===== config.mk =====
export PLATFORM = sky130hd
export DESIGN_NAME = mulPeriph
export DESIGN_NICKNAME = d
export VERILOG_FILES = /design/src/rtl/mulPeriphPkg.sv /design/src/rtl/mulCtrl.sv /design/src/rtl/mulDatapath.sv /design/src/rtl/mulPeriph.sv
export SDC_FILE = /design/constraint.sdc
export NUM_CORES = 1
export LEC_CHECK = 0
export ABC_CLOCK_PERIOD_IN_PS = 14100
export BUFFER_PORTS_ARGS = -buffer_cell sky130_fd_sc_hd__buf_2
export CORE_ASPECT_RATIO = 2
export CORE_MARGIN = 2
export CORE_UTILIZATION = 50
export DETAILED_ROUTE_END_ITERATION = 8
export PLACE_DENSITY = 0.66
export SYNTH_ARGS = -nofsm -noshare
export SYNTH_HDL_FRONTEND = slang
export SYNTH_HIERARCHICAL = 1
export SYNTH_SLANG_ARGS = --single-unit

===== constraint.sdc =====
create_clock -name clk -period 14.1 [get_ports clk]
set_input_delay 0.705 -clock clk [delete_from_list [all_inputs] [get_ports clk]]
set_output_delay 0.705 -clock clk [all_outputs]
set_load 0.02 [all_outputs]

===== src/rtl/mulPeriphPkg.sv =====
package mulPeriphPkg;

  typedef enum logic [1:0] {
    MODE_UMUL = 2'd0,
    MODE_SMUL = 2'd1,
    MODE_UMAC = 2'd2,
    MODE_SMAC = 2'd3
  } opMode_e;

  localparam int unsigned ADDR_OP2     = 4;
  localparam int unsigned ADDR_RES_LO  = 5;
  localparam int unsigned ADDR_RES_HI  = 6;
  localparam int unsigned ADDR_EXT     = 7;
  localparam int unsigned OP1_ADDR_CNT = 4;

  typedef struct packed {
    logic    loadOp1;
    opMode_e op1Mode;
    logic    start;
    logic    doProduct;
    logic    doCommit;
  } ctrlStrobes_t;

endpackage


===== src/rtl/mulCtrl.sv =====
module mulCtrl
  import mulPeriphPkg::*;
#(
  parameter int unsigned ADDR_W = 3
) (
  input  logic              clk,
  input  logic              rstN,
  input  logic [ADDR_W-1:0] busAddr,
  input  logic              busWe,
  output ctrlStrobes_t      strobes,
  output logic              busy
);

  logic prodPendQ;
  logic commitPendQ;

  always_ff @(posedge clk) begin
    if (!rstN) begin
      prodPendQ   <= 1'b0;
      commitPendQ <= 1'b0;
    end else begin
      prodPendQ   <= strobes.start;
      commitPendQ <= prodPendQ;
    end
  end

  always_comb begin
    strobes.loadOp1   = busWe && (busAddr < ADDR_W'(OP1_ADDR_CNT));
    strobes.op1Mode   = opMode_e'(busAddr[1:0]);
    strobes.start     = busWe && (busAddr == ADDR_W'(ADDR_OP2));
    strobes.doProduct = prodPendQ;
    strobes.doCommit  = commitPendQ;
  end

  assign busy = prodPendQ | commitPendQ;

  assert_busy_after_start_R8: assert property (@(posedge clk) disable iff (!rstN)
    strobes.start |=> busy);

endmodule


===== src/rtl/mulDatapath.sv =====
module mulDatapath
  import mulPeriphPkg::*;
#(
  parameter int unsigned DATA_W = 16,
  parameter int unsigned ADDR_W = 3
) (
  input  logic              clk,
  input  logic              rstN,
  input  logic [DATA_W-1:0] wrData,
  input  logic [ADDR_W-1:0] rdAddr,
  input  ctrlStrobes_t      strobes,
  input  logic              busy,
  output logic [DATA_W-1:0] rdData
);

  localparam int unsigned RES_W  = 2 * DATA_W;
  localparam int unsigned WIDE_W = RES_W + 2;

  logic [DATA_W-1:0] op1Q;
  opMode_e           modeQ;
  logic [DATA_W-1:0] stageAQ, stageBQ;
  opMode_e           stageModeQ;
  logic [RES_W-1:0]  prodQ;
  opMode_e           prodModeQ;
  logic [RES_W-1:0]  resultQ;
  logic [DATA_W-1:0] sumExtQ;

  // Product stage: extend by one bit by sign or zero, then multiply wide.
  logic                     signedOp;
  logic signed [DATA_W:0]   extA, extB;
  logic signed [WIDE_W-1:0] wideA, wideB, wideProd;

  assign signedOp = stageModeQ[0];
  assign extA     = {signedOp & stageAQ[DATA_W-1], stageAQ};
  assign extB     = {signedOp & stageBQ[DATA_W-1], stageBQ};
  assign wideA    = {{(WIDE_W-DATA_W-1){extA[DATA_W]}}, extA};
  assign wideB    = {{(WIDE_W-DATA_W-1){extB[DATA_W]}}, extB};
  assign wideProd = wideA * wideB;

  // Commit stage: overwrite or accumulate into the result.
  logic [RES_W:0]    accSum;
  logic [RES_W-1:0]  nextRes;
  logic [DATA_W-1:0] nextExt;

  assign accSum = {1'b0, resultQ} + {1'b0, prodQ};

  always_comb begin
    unique case (prodModeQ)
      MODE_UMUL: begin
        nextRes = prodQ;
        nextExt = '0;
      end
      MODE_SMUL: begin
        nextRes = prodQ;
        nextExt = {DATA_W{prodQ[RES_W-1]}};
      end
      MODE_UMAC: begin
        nextRes = accSum[RES_W-1:0];
        nextExt = DATA_W'(accSum[RES_W]);
      end
      default: begin
        nextRes = accSum[RES_W-1:0];
        nextExt = {DATA_W{accSum[RES_W-1]}};
      end
    endcase
  end

  always_ff @(posedge clk) begin
    if (!rstN) begin
      op1Q       <= '0;
      modeQ      <= MODE_UMUL;
      stageAQ    <= '0;
      stageBQ    <= '0;
      stageModeQ <= MODE_UMUL;
      prodQ      <= '0;
      prodModeQ  <= MODE_UMUL;
      resultQ    <= '0;
      sumExtQ    <= '0;
    end else begin
      if (strobes.loadOp1) begin
        op1Q  <= wrData;
        modeQ <= strobes.op1Mode;
      end
      if (strobes.start) begin
        stageAQ    <= op1Q;
        stageBQ    <= wrData;
        stageModeQ <= modeQ;
      end
      if (strobes.doProduct) begin
        prodQ     <= wideProd[RES_W-1:0];
        prodModeQ <= stageModeQ;
      end
      if (strobes.doCommit) begin
        resultQ <= nextRes;
        sumExtQ <= nextExt;
      end
    end
  end

  always_comb begin
    unique case (rdAddr)
      ADDR_W'(ADDR_OP2):    rdData = DATA_W'(busy);
      ADDR_W'(ADDR_RES_LO): rdData = resultQ[DATA_W-1:0];
      ADDR_W'(ADDR_RES_HI): rdData = resultQ[RES_W-1:DATA_W];
      ADDR_W'(ADDR_EXT):    rdData = sumExtQ;
      default:              rdData = '0;
    endcase
  end

  assert_umul_ext_zero_R3: assert property (@(posedge clk) disable iff (!rstN)
    (strobes.doCommit && prodModeQ == MODE_UMUL) |=> sumExtQ == '0);

  assert_smul_ext_sign_R4: assert property (@(posedge clk) disable iff (!rstN)
    (strobes.doCommit && prodModeQ == MODE_SMUL) |=> sumExtQ == {DATA_W{resultQ[RES_W-1]}});

  assert_umac_ext_flag_R5: assert property (@(posedge clk) disable iff (!rstN)
    (strobes.doCommit && prodModeQ == MODE_UMAC) |=> sumExtQ[DATA_W-1:1] == '0);

  assert_smac_ext_sign_R6: assert property (@(posedge clk) disable iff (!rstN)
    (strobes.doCommit && prodModeQ == MODE_SMAC) |=> sumExtQ == {DATA_W{resultQ[RES_W-1]}});

  assert_result_held_R10: assert property (@(posedge clk) disable iff (!rstN)
    !strobes.doCommit |=> ($stable(resultQ) && $stable(sumExtQ)));

endmodule


===== src/rtl/mulPeriph.sv =====
module mulPeriph
  import mulPeriphPkg::*;
#(
  parameter int unsigned DATA_W = 16,
  parameter int unsigned ADDR_W = 3
) (
  input  logic              clk,
  input  logic              rstN,
  input  logic [ADDR_W-1:0] busAddr,
  input  logic              busWe,
  input  logic [DATA_W-1:0] busWrData,
  output logic [DATA_W-1:0] busRdData
);

  ctrlStrobes_t strobes;
  logic         busy;

  mulCtrl #(.ADDR_W(ADDR_W)) ctrl_i (
    .clk     (clk),
    .rstN    (rstN),
    .busAddr (busAddr),
    .busWe   (busWe),
    .strobes (strobes),
    .busy    (busy)
  );

  mulDatapath #(.DATA_W(DATA_W), .ADDR_W(ADDR_W)) dp_i (
    .clk     (clk),
    .rstN    (rstN),
    .wrData  (busWrData),
    .rdAddr  (busAddr),
    .strobes (strobes),
    .busy    (busy),
    .rdData  (busRdData)
  );

endmodule


==> results.txt <==
The run finished with clean final reports. Across every metal layer, demand over resource in global routing totals 29.62%. The tools report the final clock skew as 0.01102 ns. For the total power after layout, the log shows 839.4 uW. The worst setup path is of the reg -> reg kind. The logs give 5 for the number of detailed-route iterations in the first pass and 0 for the setup violation total in the final timing report. The run gives 0 as the total count of hold-check failures in the final report.

For this run, the leading register cell type out of synthesis is sky130_fd_sc_hd__dfxtp_1. The internal power summed over all cells was 633.5 uW; the met3 global-route usage was 3.583%. The root buffer cell is sky130_fd_sc_hd__clkbuf_16. The cell at the slowest stage of the critical path is sky130_fd_sc_hd__dfxtp_1. Synthesis produced a netlist with a net count of 2,335. The share of total power dissipated in sequential elements is 42.8%. Walking the worst path, the cells encountered are and2_1 > nand2_1 > inv_1 > fa_1 > inv_1 > fa_1 > inv_1 > fa_1 > fa_1 > fa_1 > inv_1 > fa_1 > inv_1 > ha_1 > a21o_1 > a21oi_1 > o21ai_0 > a211oi_1 > a311oi_1 > o31a_1 > nor4_1 > nor4_2. The total die area came out at 0.03573 mm^2.

After detailed routing, the average wire length per cell comes to 21.65 um. The clock sink count was 122; the clock-pin transition on the worst setup and hold timing paths was 0.06 ns. The die is 265.3 um tall. Net switching is 24.53% of the power. The worst setup path is captured at a register. The die is 134.7 um wide. The clock passes through at most 2 buffers. With fillers left out, the area of the finished cells amounts to 0.01818 mm^2.

Maximum VDD drop: 78.55 uV. For the half-perimeter wire length after detailed placement, the log shows 41,340 um. The area of the multi-input gates is 0.01302 mm^2.

Gates resized during post-CTS repair numbered 0. Number of distinct library cells after synthesis: 72. Yosys instantiated no cell more often than sky130_fd_sc_hd__inv_1. The relative area change from synthesis to final layout is 6.508%. For this design the static power due to leakage is 8.722 nW. After floorplanning, the core was sized to cover 0.03364 mm^2. For the combinational cell fraction of total power, the log shows 4.9%. The share of post-route cells with drive strength above 1 is 5.965%. TritonCTS built the clock tree. The run gives 0.002445 mm^2 as the storage element area.

The total via count after detailed routing is 13,265. In this run the post-CTS setup repair buffer count came out at 0. Hold repair after CTS inserted 0 buffers. STA classifies the critical path startpoint as a register. In this design, the critical path's most frequently occurring cell is sky130_fd_sc_hd__fa_1. Summed over all layers, the global routing overflow is 0.

In this run the critical register-to-register path is launched from dp_i/stageModeQ[0]. Entering global routing, the biggest net connects 92 pins. Yosys attributes the largest share of cell area to sky130_fd_sc_hd__fa_1, sky130_fd_sc_hd__dfxtp_1, sky130_fd_sc_hd__ha_1. For the signal arrival time at the worst endpoint, the log shows 7.32 ns. The worst hold path begins at dp_i/prodQ[0].

The run gives 0 as the remaining number of nets flagged by the antenna check after routing. Number of port buffers: 37. Static timing analysis puts the maximum clock frequency at 0.1419 GHz. The fraction of the yosys area taken by sequential cells is 14.31%. The data required time at the worst endpoint was 14.37 ns. The origin of the worst setup path was dp_i/stageModeQ[0]. For this run, asynchronously set or reset flops after synthesis account for 0%. Of the available clock period, the critical path in the final layout requires 49.98%. The count of state elements after synthesis was 122; the fill cell instance count of the final layout was 3,160. Synthesis handed over a netlist of 1,916 instances.

Max-cap violations in this run came to 0. For the worst slew margin relative to its limit, the log shows 28.04%. The detail-routed via count per cell is 5.647. In this run the power spent charging and discharging nets is 205.9 uW.

The final RePlAce weighted congestion is 0.9663. The minimum clock period after layout is 7.047 ns. The layer flagged by global routing as most heavily used is met2. Ranked by instance count, the synthesized netlist is headed by sky130_fd_sc_hd__inv_1, sky130_fd_sc_hd__fa_1, sky130_fd_sc_hd__nand2_1. The slew at the pin closest to its max-slew limit works out to 1.077 ns.

Across all hold checks on the routed design, the worst slack comes to 0.4906 ns. The first global-routing pass estimated 78,690 um of wire. Clock latency on the worst-skew pair, taken at its later pin, is 0.43 ns. CTS built an H-tree with a depth of 4. Number of placement rows: 95. The tools report the total routed wirelength as 50,860 um. The final layout contains 2,318 nets.

TritonCTS created 17 clock buffers. Once the floorplan was initialized, standard cells occupied 50.75% of the core. The run gives 0.01707 mm^2 as the total standard cell area after synthesis. The cell type contributing the most total cell area after synthesis was sky130_fd_sc_hd__fa_1. Number of DRC markers after the initial detailed-route iteration: 686. The number of enable flip-flop cells after synthesis works out to 0. Setup repair after global routing left no endpoint under its margin.

The mean post-synth cell area was 8.910 um^2. The number of slew-limit violations in the final report was 0. Pin placement for this block handled 38 I/O pins. Summed over all failing endpoints, the final setup total negative slack is 0 ns.

The tools report the clock network power share as 52.4%. The tools report the DRC violation count after routing as 0. The min-delay analysis places its worst path in the category reg -> reg. In this run the worst path has a maximum fanout of 13. The share of synthesized area in the top cell type comes to 33.19%. The buffering stage count on the worst path with inverters included is 5, and the met1 track demand over resource is 27.49%.

The tools report the number of global-route vias before repair as 14,387. In this run the cell area measured after placement is 0.01759 mm^2. Grouping stages by cell kind, the critical path spends the most delay in adder cells. Initial antenna violation count: 2. For met2 alone, demand over resource in global routing was 55.93%.

Dividing total power by cell area gives a power density of 46.16 mW/mm^2. The highest cell delay on the worst timing path works out to 0.75 ns. For the count of warnings emitted by yosys, the log shows 6.
routing by layer:
metal	routed length, um	up-vias
met5	0	-
met4	4975	0
met3	1608	193
met2	28060	386
met1	16220	6671
li1	-	6015
layout make-up:
class                   count  share of cell area, %
repair buffers             57                  1.844
clock buffers              19                  2.491
clock inverters            12                 0.7501
flip-flops and latches    122                  13.45
well taps                 436                  3.000
diodes                      2                0.02753
multi-input cells        1370                  71.61
inverters                 331                  6.833
sequential cells by signal, summed over array words and instances, names as in the netlist:
register,flops
ctrl_i/prodPendQ,1
dp_i/prodQ,32
dp_i/stageModeQ,2
dp_i/stageAQ,16
dp_i/op1Q,16
dp_i/resultQ,32
dp_i/stageBQ,16
dp_i/prodModeQ,2
dp_i/modeQ,2
ctrl_i/commitPendQ,1
dp_i/sumExtQ,2
stage by stage:
| step | setup WS [ns] | utilization [%] | std cells |
|---|---|---|---|
| 2_1_floorplan | 7.925 | - | 1916 |
| 3_3_place_gp | 7.156 | 52.29 | 2316 |
| 3_5_place_dp | 7.091 | 52.29 | 2316 |
| 4_1_cts | 7.064 | 54.04 | 2347 |
| 5_1_grt | 6.723 | 54.05 | 2349 |
| 6_report | 7.053 | 54.05 | 2349 |
cell usage in the layout (no fill, tap or decap), drive strengths merged, types with 4 or more instances in the layout:
cell type / synthesis / routed
clkbuf: 84 / 19
o211ai: 8 / 8
nand2: 186 / 186
ha: 114 / 114
o21a: 16 / 16
xor2: 15 / 15
nand2b: 10 / 10
nor3: 14 / 14
o21ai: 62 / 62
mux2i: 91 / 91
and3: 16 / 16
a21oi: 65 / 65
dfxtp: 122 / 122
or2: 5 / 5
a21boi: 17 / 17
inv: 331 / 335
fa: 283 / 283
a31oi: 11 / 11
nor2: 127 / 127
buf: 9 / 57
a211o: 4 / 4
and2: 134 / 134
a21o: 24 / 24
nand3: 11 / 11
nand3b: 13 / 13
o22ai: 5 / 5
xnor2: 42 / 42
nor2b: 25 / 25
o21bai: 7 / 7
a211oi: 19 / 19
worst reg2reg max path: stages (launching register included):
cell	delay, ns
sky130_fd_sc_hd__dfxtp_1	0.75
sky130_fd_sc_hd__and2_1	0.44
sky130_fd_sc_hd__nand2_1	0.16
sky130_fd_sc_hd__inv_1	0.15
sky130_fd_sc_hd__fa_1	0.47
sky130_fd_sc_hd__inv_1	0.23
sky130_fd_sc_hd__fa_1	0.46
sky130_fd_sc_hd__inv_1	0.10
sky130_fd_sc_hd__fa_1	0.46
sky130_fd_sc_hd__fa_1	0.52
sky130_fd_sc_hd__fa_1	0.49
sky130_fd_sc_hd__inv_1	0.05
sky130_fd_sc_hd__fa_1	0.47
sky130_fd_sc_hd__inv_1	0.05
sky130_fd_sc_hd__ha_1	0.36
sky130_fd_sc_hd__a21o_1	0.20
sky130_fd_sc_hd__a21oi_1	0.17
sky130_fd_sc_hd__o21ai_0	0.16
sky130_fd_sc_hd__a211oi_1	0.32
sky130_fd_sc_hd__a311oi_1	0.18
sky130_fd_sc_hd__o31a_1	0.30
sky130_fd_sc_hd__nor4_1	0.33
sky130_fd_sc_hd__nor4_2	0.08
final timing paths:
path	slack, ns	cells after the start	to
setup / recovery	7.05	22	dp_i/prodQ[31]
hold / removal	0.49	2	dp_i/prodQ[0]
setup reg to reg	7.05	22	dp_i/prodQ[31]
hold reg to reg	0.49	2	dp_i/prodQ[0]
power groups by stage:
stage	combinational [mW]	sequential, mW	clock, mW
2_1_floorplan	0.0287	0.360	0
3_3_place_gp	0.0398	0.366	0
3_5_place_dp	0.0403	0.366	0
4_1_cts	0.0405	0.359	0.445
5_1_grt	0.0439	0.359	0.461
6_report	0.0408	0.359	0.440
logic make-up (layout without fill, tap and decap cells):
kind of cell | after synthesis | after routing | synth area share [%]
fa+ha+maj | 397 | 397 | 41.54
compound gates | 265 | 265 | 10.24
other cells | 0 | 2 | 0
xor+xnor | 57 | 57 | 2.924
flops | 122 | 122 | 14.31
mux | 92 | 92 | 5.468
buf+inv | 424 | 419 | 9.440
simple gates | 559 | 559 | 16.08
(Power assumes the default switching activity.)
